--- config.mk ---
export PLATFORM = sky130hd
export DESIGN_NAME = fpcsr_ctrl
export DESIGN_NICKNAME = d
export VERILOG_FILES = /design/src/rtl/fpcsr_pkg.sv /design/src/rtl/fpcsr_trapcalc.sv /design/src/rtl/fpcsr_regs.sv /design/src/rtl/fpcsr_rdgate.sv /design/src/rtl/fpcsr_ctrl.sv
export SDC_FILE = /design/constraint.sdc
export NUM_CORES = 1
export LEC_CHECK = 0
export ABC_CLOCK_PERIOD_IN_PS = 1250
export BUFFER_PORTS_ARGS = -buffer_cell sky130_fd_sc_hd__buf_2
export CAP_MARGIN = 10
export CORE_AREA = 2 2 63 65
export CTS_CLUSTER_SIZE = 24
export DETAILED_ROUTE_END_ITERATION = 10
export DIE_AREA = 0 0 65 67
export PLACE_DENSITY = 0.77
export SLEW_MARGIN = 20
export SYNTH_ARGS = -nofsm -noshare
export SYNTH_HDL_FRONTEND = slang
export SYNTH_SLANG_ARGS = --single-unit
--- constraint.sdc ---
create_clock -name clk -period 1.25 [get_ports clk]
set_clock_uncertainty 0.05 [all_clocks]
set_input_delay 0.1875 -clock clk [delete_from_list [all_inputs] [get_ports clk]]
set_output_delay 0.1875 -clock clk [all_outputs]
set_load 0.01 [all_outputs]
--- src/rtl/fpcsr_pkg.sv ---
package fpcsr_pkg;

  localparam int FCSR_W    = 32;
  localparam int IEEE_N    = 5;
  localparam int CAUSE_W   = IEEE_N + 1;
  localparam int RM_W      = 2;
  localparam int RM_LO     = 0;
  localparam int FLAG_LO   = RM_LO + RM_W;
  localparam int EN_LO     = FLAG_LO + IEEE_N;
  localparam int CAUSE_LO  = 12;
  localparam int COND_POS  = 23;
  localparam int FS_POS    = 24;

  typedef enum logic [1:0] {
    OPK_MOVE  = 2'b00,
    OPK_ARITH = 2'b01,
    OPK_CMP   = 2'b10,
    OPK_XMOVE = 2'b11
  } opkind_e;

  typedef enum logic [1:0] {
    RD_IDLE = 2'b00,
    RD_WAIT = 2'b01,
    RD_RESP = 2'b10
  } rdst_e;

  typedef struct packed {
    logic                fs;
    logic                cond;
    logic [CAUSE_W-1:0]  cause;
    logic [IEEE_N-1:0]   en;
    logic [IEEE_N-1:0]   flags;
    logic [RM_W-1:0]     rm;
  } csr_t;

  function automatic logic [FCSR_W-1:0] csr_pack(input csr_t c);
    logic [FCSR_W-1:0] w;
    w = '0;
    w[FS_POS]                   = c.fs;
    w[COND_POS]                 = c.cond;
    w[CAUSE_LO +: CAUSE_W]      = c.cause;
    w[EN_LO +: IEEE_N]          = c.en;
    w[FLAG_LO +: IEEE_N]        = c.flags;
    w[RM_LO +: RM_W]            = c.rm;
    return w;
  endfunction

  function automatic csr_t csr_unpack(input logic [FCSR_W-1:0] w);
    csr_t c;
    c.fs    = w[FS_POS];
    c.cond  = w[COND_POS];
    c.cause = w[CAUSE_LO +: CAUSE_W];
    c.en    = w[EN_LO +: IEEE_N];
    c.flags = w[FLAG_LO +: IEEE_N];
    c.rm    = w[RM_LO +: RM_W];
    return c;
  endfunction

  function automatic logic [FCSR_W-1:0] csr_live_mask();
    csr_t ones;
    ones = '1;
    return csr_pack(ones);
  endfunction

endpackage

--- src/rtl/fpcsr_trapcalc.sv ---
module fpcsr_trapcalc
  import fpcsr_pkg::*;
(
  input  logic                fs,
  input  logic [IEEE_N-1:0]   en,
  input  logic [IEEE_N-1:0]   op_exc,
  input  logic                op_unimpl,
  input  logic                op_denorm,
  output logic [CAUSE_W-1:0]  cause_new,
  output logic                trap
);

  logic                emul;
  logic [IEEE_N-1:0]   armed;

  // A denormal result needs emulation unless it is flushed to zero.
  assign emul = op_unimpl | (op_denorm & ~fs);

  genvar g;
  generate
    for (g = 0; g < IEEE_N; g++) begin : g_arm
      assign armed[g] = op_exc[g] & en[g];
    end
  endgenerate

  assign cause_new = {emul, op_exc};
  assign trap      = emul | (|armed);

endmodule

--- src/rtl/fpcsr_regs.sv ---
module fpcsr_regs
  import fpcsr_pkg::*;
(
  input  logic                clk,
  input  logic                rst_n,
  input  logic                wr_en,
  input  logic [FCSR_W-1:0]   wr_data,
  input  logic                op_upd,
  input  logic                op_is_cmp,
  input  logic                cmp_true,
  input  logic [CAUSE_W-1:0]  cause_new,
  input  logic                trap,
  output csr_t                csr_q,
  output logic                exc_req
);

  csr_t               csr_d;
  logic [IEEE_N-1:0]  pend;

  always_comb begin
    csr_d = csr_q;
    if (wr_en) begin
      csr_d = csr_unpack(wr_data);
    end else if (op_upd) begin
      csr_d.cause = cause_new;
      if (!trap) begin
        csr_d.flags = csr_q.flags | cause_new[IEEE_N-1:0];
        if (op_is_cmp) csr_d.cond = cmp_true;
      end
    end
  end

  always_ff @(posedge clk) begin
    if (!rst_n) csr_q <= '0;
    else        csr_q <= csr_d;
  end

  genvar g;
  generate
    for (g = 0; g < IEEE_N; g++) begin : g_pend
      assign pend[g] = csr_q.cause[g] & csr_q.en[g];
    end
  endgenerate

  assign exc_req = csr_q.cause[IEEE_N] | (|pend);

endmodule

--- src/rtl/fpcsr_rdgate.sv ---
module fpcsr_rdgate
  import fpcsr_pkg::*;
(
  input  logic   clk,
  input  logic   rst_n,
  input  logic   req_valid,
  input  logic   busy,
  input  logic   trap_evt,
  output logic   req_ready,
  output logic   rsp_valid,
  output logic   rsp_abort,
  output rdst_e  st
);

  rdst_e st_d;
  logic  abort_q, abort_d;

  always_comb begin
    st_d    = st;
    abort_d = abort_q;
    case (st)
      RD_IDLE: begin
        abort_d = 1'b0;
        if (req_valid) st_d = RD_WAIT;
      end
      RD_WAIT: begin
        if (trap_evt) begin
          st_d    = RD_RESP;
          abort_d = 1'b1;
        end else if (!busy) begin
          st_d    = RD_RESP;
          abort_d = 1'b0;
        end
      end
      RD_RESP: st_d = RD_IDLE;
      default: st_d = RD_IDLE;
    endcase
  end

  always_ff @(posedge clk) begin
    if (!rst_n) begin
      st      <= RD_IDLE;
      abort_q <= 1'b0;
    end else begin
      st      <= st_d;
      abort_q <= abort_d;
    end
  end

  assign req_ready = (st == RD_IDLE);
  assign rsp_valid = (st == RD_RESP);
  assign rsp_abort = rsp_valid & abort_q;

endmodule

--- src/rtl/fpcsr_ctrl.sv ---
module fpcsr_ctrl
  import fpcsr_pkg::*;
(
  input  logic                clk,
  input  logic                rst_n,
  input  logic                op_valid,
  input  logic [1:0]          op_kind,
  input  logic [IEEE_N-1:0]   op_exc,
  input  logic                op_unimpl,
  input  logic                op_denorm,
  input  logic                op_cmp_true,
  output logic                op_commit,
  input  logic                fpu_busy,
  input  logic                sw_wr_en,
  input  logic [FCSR_W-1:0]   sw_wr_data,
  input  logic                rd_req_valid,
  output logic                rd_req_ready,
  output logic                rd_rsp_valid,
  output logic                rd_rsp_abort,
  output logic [FCSR_W-1:0]   rd_rsp_data,
  output logic [RM_W-1:0]     rnd_mode,
  output logic                flush_zero,
  output logic                cond_out,
  output logic                exc_req
);

  csr_t               csr_q;
  logic [CAUSE_W-1:0] cause_new;
  logic               trap;
  logic               is_arith, is_cmp, op_upd, trap_evt;
  rdst_e              rd_st;

  assign is_arith = (op_kind == OPK_ARITH);
  assign is_cmp   = (op_kind == OPK_CMP);
  // Software writes win over a report in the same cycle.
  assign op_upd   = op_valid & (is_arith | is_cmp) & ~sw_wr_en;
  assign trap_evt = op_upd & trap;
  assign op_commit = op_upd & ~trap;

  fpcsr_trapcalc u_trap (
    .fs        (csr_q.fs),
    .en        (csr_q.en),
    .op_exc    (op_exc),
    .op_unimpl (op_unimpl),
    .op_denorm (op_denorm),
    .cause_new (cause_new),
    .trap      (trap)
  );

  fpcsr_regs u_regs (
    .clk       (clk),
    .rst_n     (rst_n),
    .wr_en     (sw_wr_en),
    .wr_data   (sw_wr_data),
    .op_upd    (op_upd),
    .op_is_cmp (is_cmp),
    .cmp_true  (op_cmp_true),
    .cause_new (cause_new),
    .trap      (trap),
    .csr_q     (csr_q),
    .exc_req   (exc_req)
  );

  fpcsr_rdgate u_rd (
    .clk       (clk),
    .rst_n     (rst_n),
    .req_valid (rd_req_valid),
    .busy      (fpu_busy),
    .trap_evt  (trap_evt),
    .req_ready (rd_req_ready),
    .rsp_valid (rd_rsp_valid),
    .rsp_abort (rd_rsp_abort),
    .st        (rd_st)
  );

  assign rd_rsp_data = (rd_rsp_valid && !rd_rsp_abort) ? csr_pack(csr_q) : '0;
  assign rnd_mode    = csr_q.rm;
  assign flush_zero  = csr_q.fs;
  assign cond_out    = csr_q.cond;

endmodule

==> results.ini <==
[sta]
finalCritPeriodShare = 1.24
fmaxAchievable_mhz = 646
rsz0062_at_grt = yes
finalSetupViolCount = 32
fin_hold_ws_ns = 0.0729
fin_crit_ns = 1.55
report.final.slew_viol_count = 0
fin_ws_ns = -0.297
timing_hold_violations_final = 0

[power_and_ir_drop]
p_int_w = 0.00121
p_per_area_mw_per_mm2 = 844
seqPwrFrac = 0.487
power.switching_w = 0.000467
leakage_nw = 0.973
p_total_w = 0.00167
p_comb_frac = 0.239
ir_drop_mv = 0.772
p_clk_frac = 0.274
p_sw_frac = 0.279

[clocking]
cts_root_buffer = clkbuf_8
cts_tree = done
cts_sinks = 23
htree_levels = 1
hold_buffers = 0
insertion_delay_ns = 0.26
cts.clk_slew.worst_paths_ns = 0.08
cts_buffers = 3
cts.path.max_buffers = 2

[drt]
wl_microns = 3430
final_antenna_net_count = 0
via_count = 1278
drc = 0
dr.first_iter.drc_count = 32
wire_per_inst_microns = 12.0
dr.pass1.iters = 4
routed_via_density = 4.48

[floorplanning]
core_area_sq_mm = 0.00361
die-area_sq_mm = 0.00436
rows = 22
ios = 89
dieHeight_microns = 67
die_w_microns = 65
start_util = 0.368

[finish]
area_growth_pct = 49.3
n_antenna_cell = 0
nNetsFinal = 287
drive_gt1_frac = 0.515

[synth]
synth_warnings = 0
synth_sequential_area_ratio = 0.347
yosys-top-cells-count = 26 x and2_1, 23 x dfxtp_1, 14 x buf_4
ys_top_cells_by_area = dfxtp_1 35%, and2_1 12%, mux2i_1 9.8%
syn-mean-instance-area_sq_um = 8.52
async_reset_ff_frac = 0
synth_edf_count = 0
synth_top_area_frac = 0.347
synth_most_common_cell = and2_1
yosysTopAreaCell = dfxtp_1
netlist-cell-type-count = 30
ys_ff_latch = 23
synth_cells = 156
synth_flop_cell = dfxtp_1
netlist_area_sq_mm = 0.00133

[critical_path]
timing_worst_setup_path_type = register to output port
crit_buf_inv = 1
critPathLaunchType = register
cp_data_required_time_ns = 1.01
cp-end-kind = output port
critical-path-slowest-cell = dfxtp_2
max_stage_delay_ns = 0.34
crit_family = simple AND/OR/NAND/NOR gates
r2r_slack_ns = -0.23
cp_max_fo = 2
crit_chain = a22oi_2 -> nand3_2 -> nor4_2 -> buf_2
arrival_ns = 1.31

[placement]
io_buffers = 64
gp_congestion = 0.838
place_hpwl_microns = 2550

[run]
drv_cap = 0

[grt]
gr-usage-all-layers = 0.159
antenna_found_initial = 0
grt_pass1_vias = 1131
overflow = 0
grt_max_degree = 24
grt_pass1_wl_microns = 5280

[status]
status = finished, violations left
violations = setup timing

[hold_path]
hp-class = input pin to register

[layer usage]
| layer | part of all wire | track usage |
|---|---|---|
| met3 | 0.068 | 0.0490 |
| met4 | 0.0038 | 0.0239 |
| met2 | 0.49 | 0.267 |
| met5 | 0 | 0 |
| met1 | 0.44 | 0.205 |
[worst paths after layout]
check,from,end,cells past startpoint
worst max-delay path,u_regs.csr_q[11],op_commit,4
worst min-delay path,fpu_busy,u_rd.st[1],2
worst max register to register,u_regs.csr_q[11],u_regs.csr_q[18],7
worst min register to register,u_regs.csr_q[3],u_regs.csr_q[3],2
[power by group through the flow]
stage | Clock [W] | Sequential, W | Combinational (W)
6_report | 0.000458 | 0.000816 | 0.000400
5_1_grt | 0.000510 | 0.000823 | 0.000440
4_1_cts | 0.000471 | 0.000813 | 0.000389
3_5_place_dp | 0 | 0.000828 | 0.000358
3_3_place_gp | 0 | 0.000827 | 0.000353
2_1_floorplan | 0 | 0.000826 | 0.000231
[sequential cells by signal, summed over array words and instances (netlist names)]
signal,cells
u_rd.abort_q,1
u_rd.st,2
u_regs.csr_q,20
[layout make-up]
class	count	area, sq um
fill	353	1620
multi-input combinational	119	851
timing repair buffer	88	548
sequential	23	468
tap	48	60.1
clock buffer	3	41.3
inverter	3	11.3
clock inverter	1	5.00
[repair_timing]
item,CTS,global route
pin swaps,5,14
endpoints found under the setup margin,30,32
setup buffers,5,1
gates resized for setup,13,12
[per-stage QoR]
stage          setup slack (ns)  instances   util  TNS, ns  cell area, sq um
2_1_floorplan           -0.0452        167      -  -0.0898              1410
3_3_place_gp             -0.207        275  0.495    -2.06              1790
3_5_place_dp             -0.205        275  0.495    -2.23              1790
4_1_cts                  -0.295        284  0.534    -7.44              1930
5_1_grt                  -0.390        285  0.550    -9.92              1980
6_report                 -0.297        285  0.550    -7.01              1980
[placed cells by master, fill, tap and decap left out, types with 2 or more instances in the layout]
| cell type | instances |
|---|---|
| buf_2 | 60 |
| a21oi_2 | 6 |
| nand3_1 | 2 |
| clkbuf_8 | 3 |
| buf_4 | 18 |
| nand2_1 | 7 |
| conb_1 | 12 |
| nand3_2 | 2 |
| nor2b_1 | 10 |
| inv_1 | 2 |
| and2_4 | 3 |
| o21ai_0 | 10 |
| mux2i_1 | 13 |
| o211ai_1 | 2 |
| dfxtp_2 | 6 |
| and2_1 | 23 |
| a31oi_1 | 2 |
| a21oi_1 | 7 |
| dfxtp_1 | 17 |
| buf_6 | 10 |
| a22oi_2 | 3 |
| nor2b_4 | 2 |
[logic make-up (layout without fill, tap and decap cells)]
| kind of cell | after synthesis | count (layout) | share of synthesized area |
|---|---|---|---|
| AOI/OAI and AO/OA | 36 | 36 | 0.165 |
| adders and majority gates | 1 | 1 | 0.00941 |
| buffers and inverters | 25 | 95 | 0.112 |
| DFF | 23 | 23 | 0.347 |
| muxes | 13 | 13 | 0.0979 |
| other | 1 | 12 | 0.00282 |
| and+or+nand+nor | 57 | 57 | 0.266 |
Power figures use the tool's default switching activity.
